<file path="src/rtl/tcg_pkg.sv">
// Package: shared widths and register bit positions for the timer clock block.
// Assumes an 8-bit control register and a 2-bit divide selection.
package tcg_pkg;
    localparam int REG_W     = 8;
    localparam int FS_W      = 2;
    localparam int CNT_W     = (1 << FS_W) - 1;
    localparam int BIT_PLLEN = 7;
    localparam int FS_LSB    = 5;
    localparam int BIT_SRC   = 4;
    localparam logic [REG_W-1:0] LIVE_MASK = 8'hF0;
endpackage

</file>
<file path="src/rtl/tcg_ctrl_reg.sv">
// Control register: PLL enable, source select and shadow divide selection.
// Assumes run_mode is synchronous to clk. Protected bits hold while running.
module tcg_ctrl_reg
    import tcg_pkg::*;
(
    input  logic             clk,
    input  logic             rst_n,
    input  logic             wr_en,
    input  logic [REG_W-1:0] wr_data,
    input  logic             run_mode,
    output logic             pll_en,
    output logic             src_pll,
    output logic [FS_W-1:0]  fs_shadow,
    output logic [REG_W-1:0] rd_data
);
    logic [REG_W-1:0] wr_live;

    // Drop the reserved bits of incoming data.
    always_comb begin
        wr_live = wr_data & LIVE_MASK;
    end

    // Register update with run-mode write protection on enable and source.
    always_ff @(posedge clk) begin
        if (!rst_n) begin
            pll_en    <= 1'b0;
            src_pll   <= 1'b0;
            fs_shadow <= '0;
        end else if (wr_en) begin
            fs_shadow <= wr_live[FS_LSB +: FS_W];
            if (!run_mode) begin
                pll_en  <= wr_live[BIT_PLLEN];
                src_pll <= wr_live[BIT_SRC];
            end
        end
    end

    // Readback assembly; reserved bits read as zero.
    always_comb begin
        rd_data                 = '0;
        rd_data[BIT_PLLEN]      = pll_en;
        rd_data[FS_LSB +: FS_W] = fs_shadow;
        rd_data[BIT_SRC]        = src_pll;
    end
endmodule

</file>
<file path="src/rtl/tcg_div_select.sv">
// Active divide selection: follows writes when stopped, loads at overflow when running.
// Assumes tmr_ovf is a single-cycle pulse. Issues a load strobe to restart the divider.
module tcg_div_select
    import tcg_pkg::*;
(
    input  logic             clk,
    input  logic             rst_n,
    input  logic             wr_en,
    input  logic [REG_W-1:0] wr_data,
    input  logic             run_mode,
    input  logic             tmr_ovf,
    input  logic [FS_W-1:0]  fs_shadow,
    output logic [FS_W-1:0]  fs_active,
    output logic             load
);
    // Load decision for the current cycle.
    always_comb begin
        load = run_mode ? tmr_ovf : wr_en;
    end

    // Active selection register.
    always_ff @(posedge clk) begin
        if (!rst_n) begin
            fs_active <= '0;
        end else if (load) begin
            fs_active <= run_mode ? fs_shadow : wr_data[FS_LSB +: FS_W];
        end
    end
endmodule

</file>
<file path="src/rtl/tcg_fast_div.sv">
// Power-of-two divider on the fast enable. Emits a pulse on every 2**fs-th fast tick.
// Assumes load restarts the phase; the count keeps running whether or not the output is used.
module tcg_fast_div
    import tcg_pkg::*;
(
    input  logic            clk,
    input  logic            rst_n,
    input  logic            load,
    input  logic            fast_tick,
    input  logic [FS_W-1:0] fs_active,
    output logic            div_tick
);
    logic [CNT_W-1:0] cnt;
    logic [CNT_W-1:0] mask;

    // One mask bit per possible divide stage.
    for (genvar i = 0; i < CNT_W; i++) begin : g_mask
        assign mask[i] = (int'(fs_active) > i);
    end

    // Phase counter over fast ticks.
    always_ff @(posedge clk) begin
        if (!rst_n || load) begin
            cnt <= '0;
        end else if (fast_tick) begin
            cnt <= cnt + 1'b1;
        end
    end

    // Divided output pulse when the low bits of the phase are all ones.
    always_comb begin
        div_tick = fast_tick && ((cnt & mask) == mask);
    end
endmodule

</file>
<file path="src/rtl/timer_clk_gen.sv">
// Top: timer clock source select, fast-clock divider and PLL readiness gating.
// Assumes fast_tick and instr_tick are single-cycle enables in the clk domain.
module timer_clk_gen
    import tcg_pkg::*;
(
    input  logic             clk,
    input  logic             rst_n,
    input  logic             wr_en,
    input  logic [REG_W-1:0] wr_data,
    output logic [REG_W-1:0] rd_data,
    input  logic             run_mode,
    input  logic             tmr_ovf,
    input  logic             pll_lock,
    input  logic             fast_tick,
    input  logic             instr_tick,
    output logic             tick_en
);
    logic            pll_en;
    logic            src_pll;
    logic [FS_W-1:0] fs_shadow;
    logic [FS_W-1:0] fs_active;
    logic            load;
    logic            div_tick;

    tcg_ctrl_reg u_reg (
        .clk(clk), .rst_n(rst_n), .wr_en(wr_en), .wr_data(wr_data),
        .run_mode(run_mode), .pll_en(pll_en), .src_pll(src_pll),
        .fs_shadow(fs_shadow), .rd_data(rd_data)
    );

    tcg_div_select u_sel (
        .clk(clk), .rst_n(rst_n), .wr_en(wr_en), .wr_data(wr_data),
        .run_mode(run_mode), .tmr_ovf(tmr_ovf), .fs_shadow(fs_shadow),
        .fs_active(fs_active), .load(load)
    );

    tcg_fast_div u_div (
        .clk(clk), .rst_n(rst_n), .load(load), .fast_tick(fast_tick),
        .fs_active(fs_active), .div_tick(div_tick)
    );

    // Source mux with the PLL path gated until enabled and locked.
    always_comb begin
        tick_en = src_pll ? (div_tick && pll_en && pll_lock) : instr_tick;
    end
endmodule

</file>
<file path="config.mk">
export PLATFORM = sky130hd
export DESIGN_NAME = timer_clk_gen
export DESIGN_NICKNAME = d
export VERILOG_FILES = /design/src/rtl/tcg_pkg.sv /design/src/rtl/tcg_ctrl_reg.sv /design/src/rtl/tcg_div_select.sv /design/src/rtl/tcg_fast_div.sv /design/src/rtl/timer_clk_gen.sv
export SDC_FILE = /design/constraint.sdc
export NUM_CORES = 1
export LEC_CHECK = 0
export ABC_AREA = 1
export CAP_MARGIN = 10
export CORE_UTILIZATION = 25
export CTS_CLUSTER_SIZE = 12
export DETAILED_ROUTE_END_ITERATION = 8
export GPL_ROUTABILITY_DRIVEN = 0
export GPL_TIMING_DRIVEN = 1
export PLACE_DENSITY = 0.54
export SYNTH_ARGS = -nofsm -noshare
export SYNTH_HDL_FRONTEND = slang
export SYNTH_SLANG_ARGS = --single-unit
export TNS_END_PERCENT = 30
</file>
<file path="constraint.sdc">
create_clock -name clk -period 0.9 [get_ports clk]
set_input_delay 0.09 -clock clk [delete_from_list [all_inputs] [get_ports clk]]
set_output_delay 0.09 -clock clk [all_outputs]
set_load 0.01 [all_outputs]
</file>
# Word level (Yosys, flattened, before mapping)
# Index checks and enable logic that the tools add are counted.
[word_totals]
word_cells = 21
register_bits = 9
in_bits = 16
[op_classes]
addsub = 1
n_bitwise = 2
n_eq_ne = 1
magnitude_cmp = 3
reduce_logical = 6
muxes = 3
[op_table]
columns = ["cell", "count"]
rows = [
  ["2-bit by 1-bit greater-than comparator with 1-bit output, second input constant", 2],
  ["3-bit by 1-bit adder with 3-bit output, second input constant", 1],
  ["3-bit AND", 1],
  ["3-bit equality test", 1],
  ["1-bit logical AND", 3],
  ["2-bit greater-than comparator, second input constant", 1],
  ["1-bit two-way mux", 2],
  ["2-bit two-way mux", 1],
  ["2-bit AND reduction", 1],
  ["1-bit logical NOT", 1],
  ["1-bit logical OR", 1],
  ["1-bit inverter", 1],
]

# Logic depth before layout (Yosys ltp)
[logic_depth]
ltp_word = 7
ltp_mapped = 6
depth_no_buf = 6

# Modules after synthesis
# From an unflattened synthesis, not the netlist that was laid out.
[hier_totals]
cells_unflattened = 87
hier_area_um2 = 543.0
[modules_own_cells]
columns = ["mod", "seq_area_each_um2", "area_per_inst_um2", "cells_per_inst", "instances"]
rows = [
  ["tcg_ctrl_reg", 80.1, 222.7, 32, 1],
  ["tcg_fast_div", 60.1, 155.1, 23, 1],
  ["tcg_div_select", 40.0, 141.4, 27, 1],
  ["timer_clk_gen", 0.0, 23.8, 5, 1],
]

# Worst setup path before layout
# Ideal clock, no wire load.
[synth_timing]
kind = "reg-to-reg"
from = "reg u_div.cnt[0]"
to = "reg u_div.cnt[1]"
n_path_buf = 0
arrival_ps = 779
required_time_ps = 785
stages_incl_launch_ff = 4
path_slack_ps = 6
setup_ps = 115
path_cell_list = "dfxtp_1 ha_1 a21oi_1 nor2_1"
[synth_via]
elab_chain_len = 1
[synth_lines]
columns = ["element", "line", "rtl"]
rows = [
  ["from (decl)", "tcg_fast_div.sv:13", "logic [CNT_W-1:0] cnt;"],
  ["from (signal assigned)", "tcg_fast_div.sv:26", "cnt <= cnt + 1'b1;"],
  ["3-bit by 1-bit adder with 3-bit output", "tcg_fast_div.sv:26", ""],
]
# No other way between the ends.
# A chain may end at the register's enable or synchronous reset.

# Final worst setup path
[layout_timing]
from = "reg u_div.cnt[1]"
to = "out tick_en"
[layout_via]
elab_chain_len = 6
[layout_lines]
columns = ["element", "line", "rtl"]
rows = [
  ["3-bit AND", "tcg_fast_div.sv:32", "div_tick = fast_tick && ((cnt & mask) == mask);"],
  ["3-bit equality test", "tcg_fast_div.sv:32", ""],
  ["1-bit logical AND", "tcg_fast_div.sv:32", ""],
  ["1-bit logical AND (2 in series)", "timer_clk_gen.sv:44", "tick_en = src_pll ? (div_tick && pll_en && pll_lock) : instr_tick;"],
  ["1-bit two-way mux", "timer_clk_gen.sv:44", ""],
  ["to (decl)", "timer_clk_gen.sv:16", "output logic tick_en"],
]
# No other way between the ends.

==> reports/results.txt <==
The total via count after detailed routing is 519. For this run, the top clock speed supported by timing is 931 MHz. The number of H-tree levels was 1; the total grt overflow was 0.

The total DRC errors in the routed layout is 0. TritonCTS built the clock tree. The tools report the endpoint of the worst-slack reg-to-reg timing path as u_div.cnt[1]$_SDFFE_PP0P_.

The tools report the final-report hold violation count as 0. The most instantiated library cell after synthesis is sky130_fd_sc_hd__nand2_1. On the final layout, the worst clock skew is 0.00248 ns.

For the final-stage net count, the log shows 126. Top-level port count: 25. The final reports fail on negative setup slack. The end point of the critical path was tick_en.

The logs give 990 µW for the post-layout total power and 1.05 mm for the routed wire length. After the first detailed-routing iteration, the DRC count stood at 2. The run gives 0 as the initial antenna violation count.

The detailed-routing iteration count for the pre-antenna-repair pass came out at 3. For the initial core utilization, the log shows 26.5%. The final non-filler cell total came out at 135. The cell that appears most often on the critical path is sky130_fd_sc_hd__nand2_1. The biggest area contributor in the post-synthesis netlist is sky130_fd_sc_hd__dfxtp_1. The tools report the placed wire-length estimate after detailed placement as 825 µm. On the critical path, the stage with the largest delay is an instance of sky130_fd_sc_hd__dfxtp_2. The fraction of synthesized cell area taken by the top area cell type came out at 35.0%.

The die is 47.4 µm wide. The die covers 0.00224 mm². The tools report the via count of the first global-routing pass as 434. The critical path goes through nand2_1 > inv_1 > nand2_1 > nand2_1 > nand2_1 > nand2_1 > buf_2. At the later pin of the worst-skew pair, clock insertion delay measures 0.26 ns. On the worst path, the slowest cell contributes a delay of 0.33 ns.

The tools report the final critical-path setup slack as -0.175 ns. The tightest min-delay check is of the input pin to register type. Setup repair after global routing could not meet its margin everywhere. Yosys printed 0 warnings. Entering global routing, the biggest net connects 8 pins. The share of the Yosys chip area taken by registers is 35.0%. The register clock-pin slew on the reported worst setup and hold paths came out at 0.06 ns. The run gives 0.397 nW as the static leakage.

The summed instance area of the synthesized netlist was 514 µm²; the area of all placed cells without fillers was 792 µm². The worst setup path is captured at an output pin. Relative to the synthesized area, the layout overhead comes to 54.0%. For the arrival time at the worst endpoint, the log shows 0.98 ns. Tracing the worst setup path back leads to its startpoint at u_div.cnt[1]$_SDFFE_PP0P_. By count the netlist is led by sky130_fd_sc_hd__nand2_1, sky130_fd_sc_hd__nor2_1, sky130_fd_sc_hd__dfxtp_1, sky130_fd_sc_hd__inv_1, sky130_fd_sc_hd__buf_4. The run finished, with violations left.

Hold repair after CTS inserted 0 buffers. The tools report the placeable core region as 0.00194 mm². For the worst setup path, the data required time is 0.81 ns. Yosys mapped a number of flops with a built-in enable equal to 0.

The initialized floorplan defines 16 standard-cell rows. The run gives 0 as the total count of max-transition violations in the final report. For this run, the total global-route usage over all layers was measured as 11.0%.

Number of port buffers: 16. The worst register-to-register path begins at u_div.cnt[0]$_SDFFE_PP0P_. Sorting the synthesized cells by area gives the leading types as sky130_fd_sc_hd__dfxtp_1, sky130_fd_sc_hd__nand2_1, sky130_fd_sc_hd__nor2_1, sky130_fd_sc_hd__buf_4, sky130_fd_sc_hd__inv_1. The reg2reg setup slack was -0.05 ns.

Peak supply drop: 0.000745 V. The peak fanout along the critical path came out at 2. The cell sitting at the root of the clock tree is a sky130_fd_sc_hd__clkbuf_4.

The count of nets left with antenna violations once routing finished came out at 0. The fraction of final layout cells sized beyond drive strength 1 works out to 29.6%. The average size of a mapped cell was 6.35 µm²; the number of buffers created by CTS was 3. The shortest period the worst path allows was 1.07 ns. STA classifies the critical path startpoint as a register. For the antenna diode count, the log shows 0.

The depth of the most critical reg-to-reg path works out to 4. Cell count after synthesis: 81. Before CTS, the worst setup slack after placement is -0.536 ns. The synthesized design contains 9 register bits.

In the synthesized netlist the async set-or-reset flop fraction comes to 0%. Y dimension of the die: 47.4 µm. Setup violations remaining at the end of the flow were counted as 4.

The tool flagged a number of max-cap violations equal to 0. The clock passes through at most 2 buffers. Including well taps, the total number of placed cells is 131. The distinct cell type count after synthesis is 15.

The post-detailed-route via-to-cell ratio is 3.84, and the final hold slack is 0.216 ns. The wire length of the first global-routing pass is 1.69 mm. The critical path class was register to output pin.

In this run the power density over the cells is 1250 mW/mm². The number of setup buffers added after CTS is 0. Once layout is complete, the utilization of the core stands at 40.8%. Once placement finished, the instance area stood at 749 µm².

The clock sink total was 9. For the final routed database, the setup TNS stands at -0.288 ns. The final critical path takes up 119% of the cycle. Main flop type after synthesis: sky130_fd_sc_hd__dfxtp_1.

After detailed routing, the average wire length per cell comes to 7.76 µm.
[layer usage]
metal	up-vias	share of wire, %	track usage (%)
li1	286	-	-
met1	215	47	13.0
met2	18	45	17.5
met3	0	7.8	5.00
met4	0	0	3.43
met5	-	0	0
[cell families (layout without fill, tap and decap cells)]
logic type | count (synthesis) | in the layout | share of synthesized area [%]
other | 1 | 4 | 0.729
and+or+nand+nor | 47 | 47 | 38.4
AOI/OAI and AO/OA | 5 | 5 | 4.87
xor gates and xnor gates | 1 | 1 | 1.70
adders and majority gates | 1 | 1 | 2.43
DFF | 9 | 9 | 35.0
buffers and inverters | 17 | 41 | 16.8
[registers in the layout, summed over array words and instances, names as in the netlist]
signal / cells
u_sel.fs_active: 2
u_div.cnt: 3
u_reg.pll_en: 1
u_reg.src_pll: 1
u_reg.fs_shadow: 2
[what timing repair did]
action                     CTS  global route
setup endpoints to repair    9            10
pin swaps                    4             2
gates resized for setup     29             3
[final cells by class]
cell class	count	area [µm²]
clock buffers	4	26.3
fillers	220	1150
inverters	11	41.3
multi-input cells	58	280
flip-flops and latches	9	185
well taps	27	33.8
repair buffers	26	225
[report_power, final]
group / switching [mW] / internal [mW]
registers: 0.0125 / 0.424
logic: 0.110 / 0.129
clock network: 0.143 / 0.171
[worst min path at each step]
stage	cells past startpoint	end	slack (ns)	from
2_1_floorplan	2	u_sel.fs_active[0]$_SDFFE_PN0P_	0.22	rst_n
3_3_place_gp	4	u_div.cnt[2]$_SDFFE_PP0P_	0.53	u_div.cnt[2]$_SDFFE_PP0P_
3_5_place_dp	4	u_div.cnt[2]$_SDFFE_PP0P_	0.54	u_div.cnt[2]$_SDFFE_PP0P_
4_1_cts	3	u_reg.fs_shadow[0]$_SDFFE_PN0P_	0.44	wr_data[5]
5_1_grt	3	u_reg.fs_shadow[0]$_SDFFE_PN0P_	0.27	wr_en
6_report	3	u_reg.fs_shadow[0]$_SDFFE_PN0P_	0.22	wr_en
[worst max-delay path: cells and delay by family (launching register included)]
| family | cells | cell delay, ns |
|---|---|---|
| buffers and inverters | 2 | 0.16 |
| AND/OR/NAND/NOR | 5 | 0.22 |
| flip-flops | 1 | 0.33 |
[cells in the final DEF (no fill, tap or decap)]
cell / Yosys / routed
sky130_fd_sc_hd__buf_2: 0 / 4
sky130_fd_sc_hd__buf_4: 6 / 9
sky130_fd_sc_hd__nor2_1: 17 / 17
sky130_fd_sc_hd__inv_1: 9 / 8
sky130_fd_sc_hd__nand3_1: 3 / 3
sky130_fd_sc_hd__conb_1: 1 / 4
sky130_fd_sc_hd__dfxtp_1: 9 / 5
sky130_fd_sc_hd__clkbuf_1: 0 / 1
sky130_fd_sc_hd__inv_2: 2 / 3
sky130_fd_sc_hd__dlymetal6s2s_1: 0 / 2
sky130_fd_sc_hd__a21oi_2: 0 / 1
sky130_fd_sc_hd__clkdlybuf4s50_1: 0 / 9
sky130_fd_sc_hd__nand2_2: 3 / 3
sky130_fd_sc_hd__ha_4: 0 / 1
sky130_fd_sc_hd__dfxtp_2: 0 / 4
sky130_fd_sc_hd__nand2_1: 22 / 22
sky130_fd_sc_hd__nor2_4: 1 / 2
sky130_fd_sc_hd__buf_6: 0 / 2
sky130_fd_sc_hd__xnor2_1: 1 / 1
sky130_fd_sc_hd__o21ai_0: 4 / 4
sky130_fd_sc_hd__clkbuf_4: 0 / 3
Note: power is estimated with default switching activity, not from simulation.
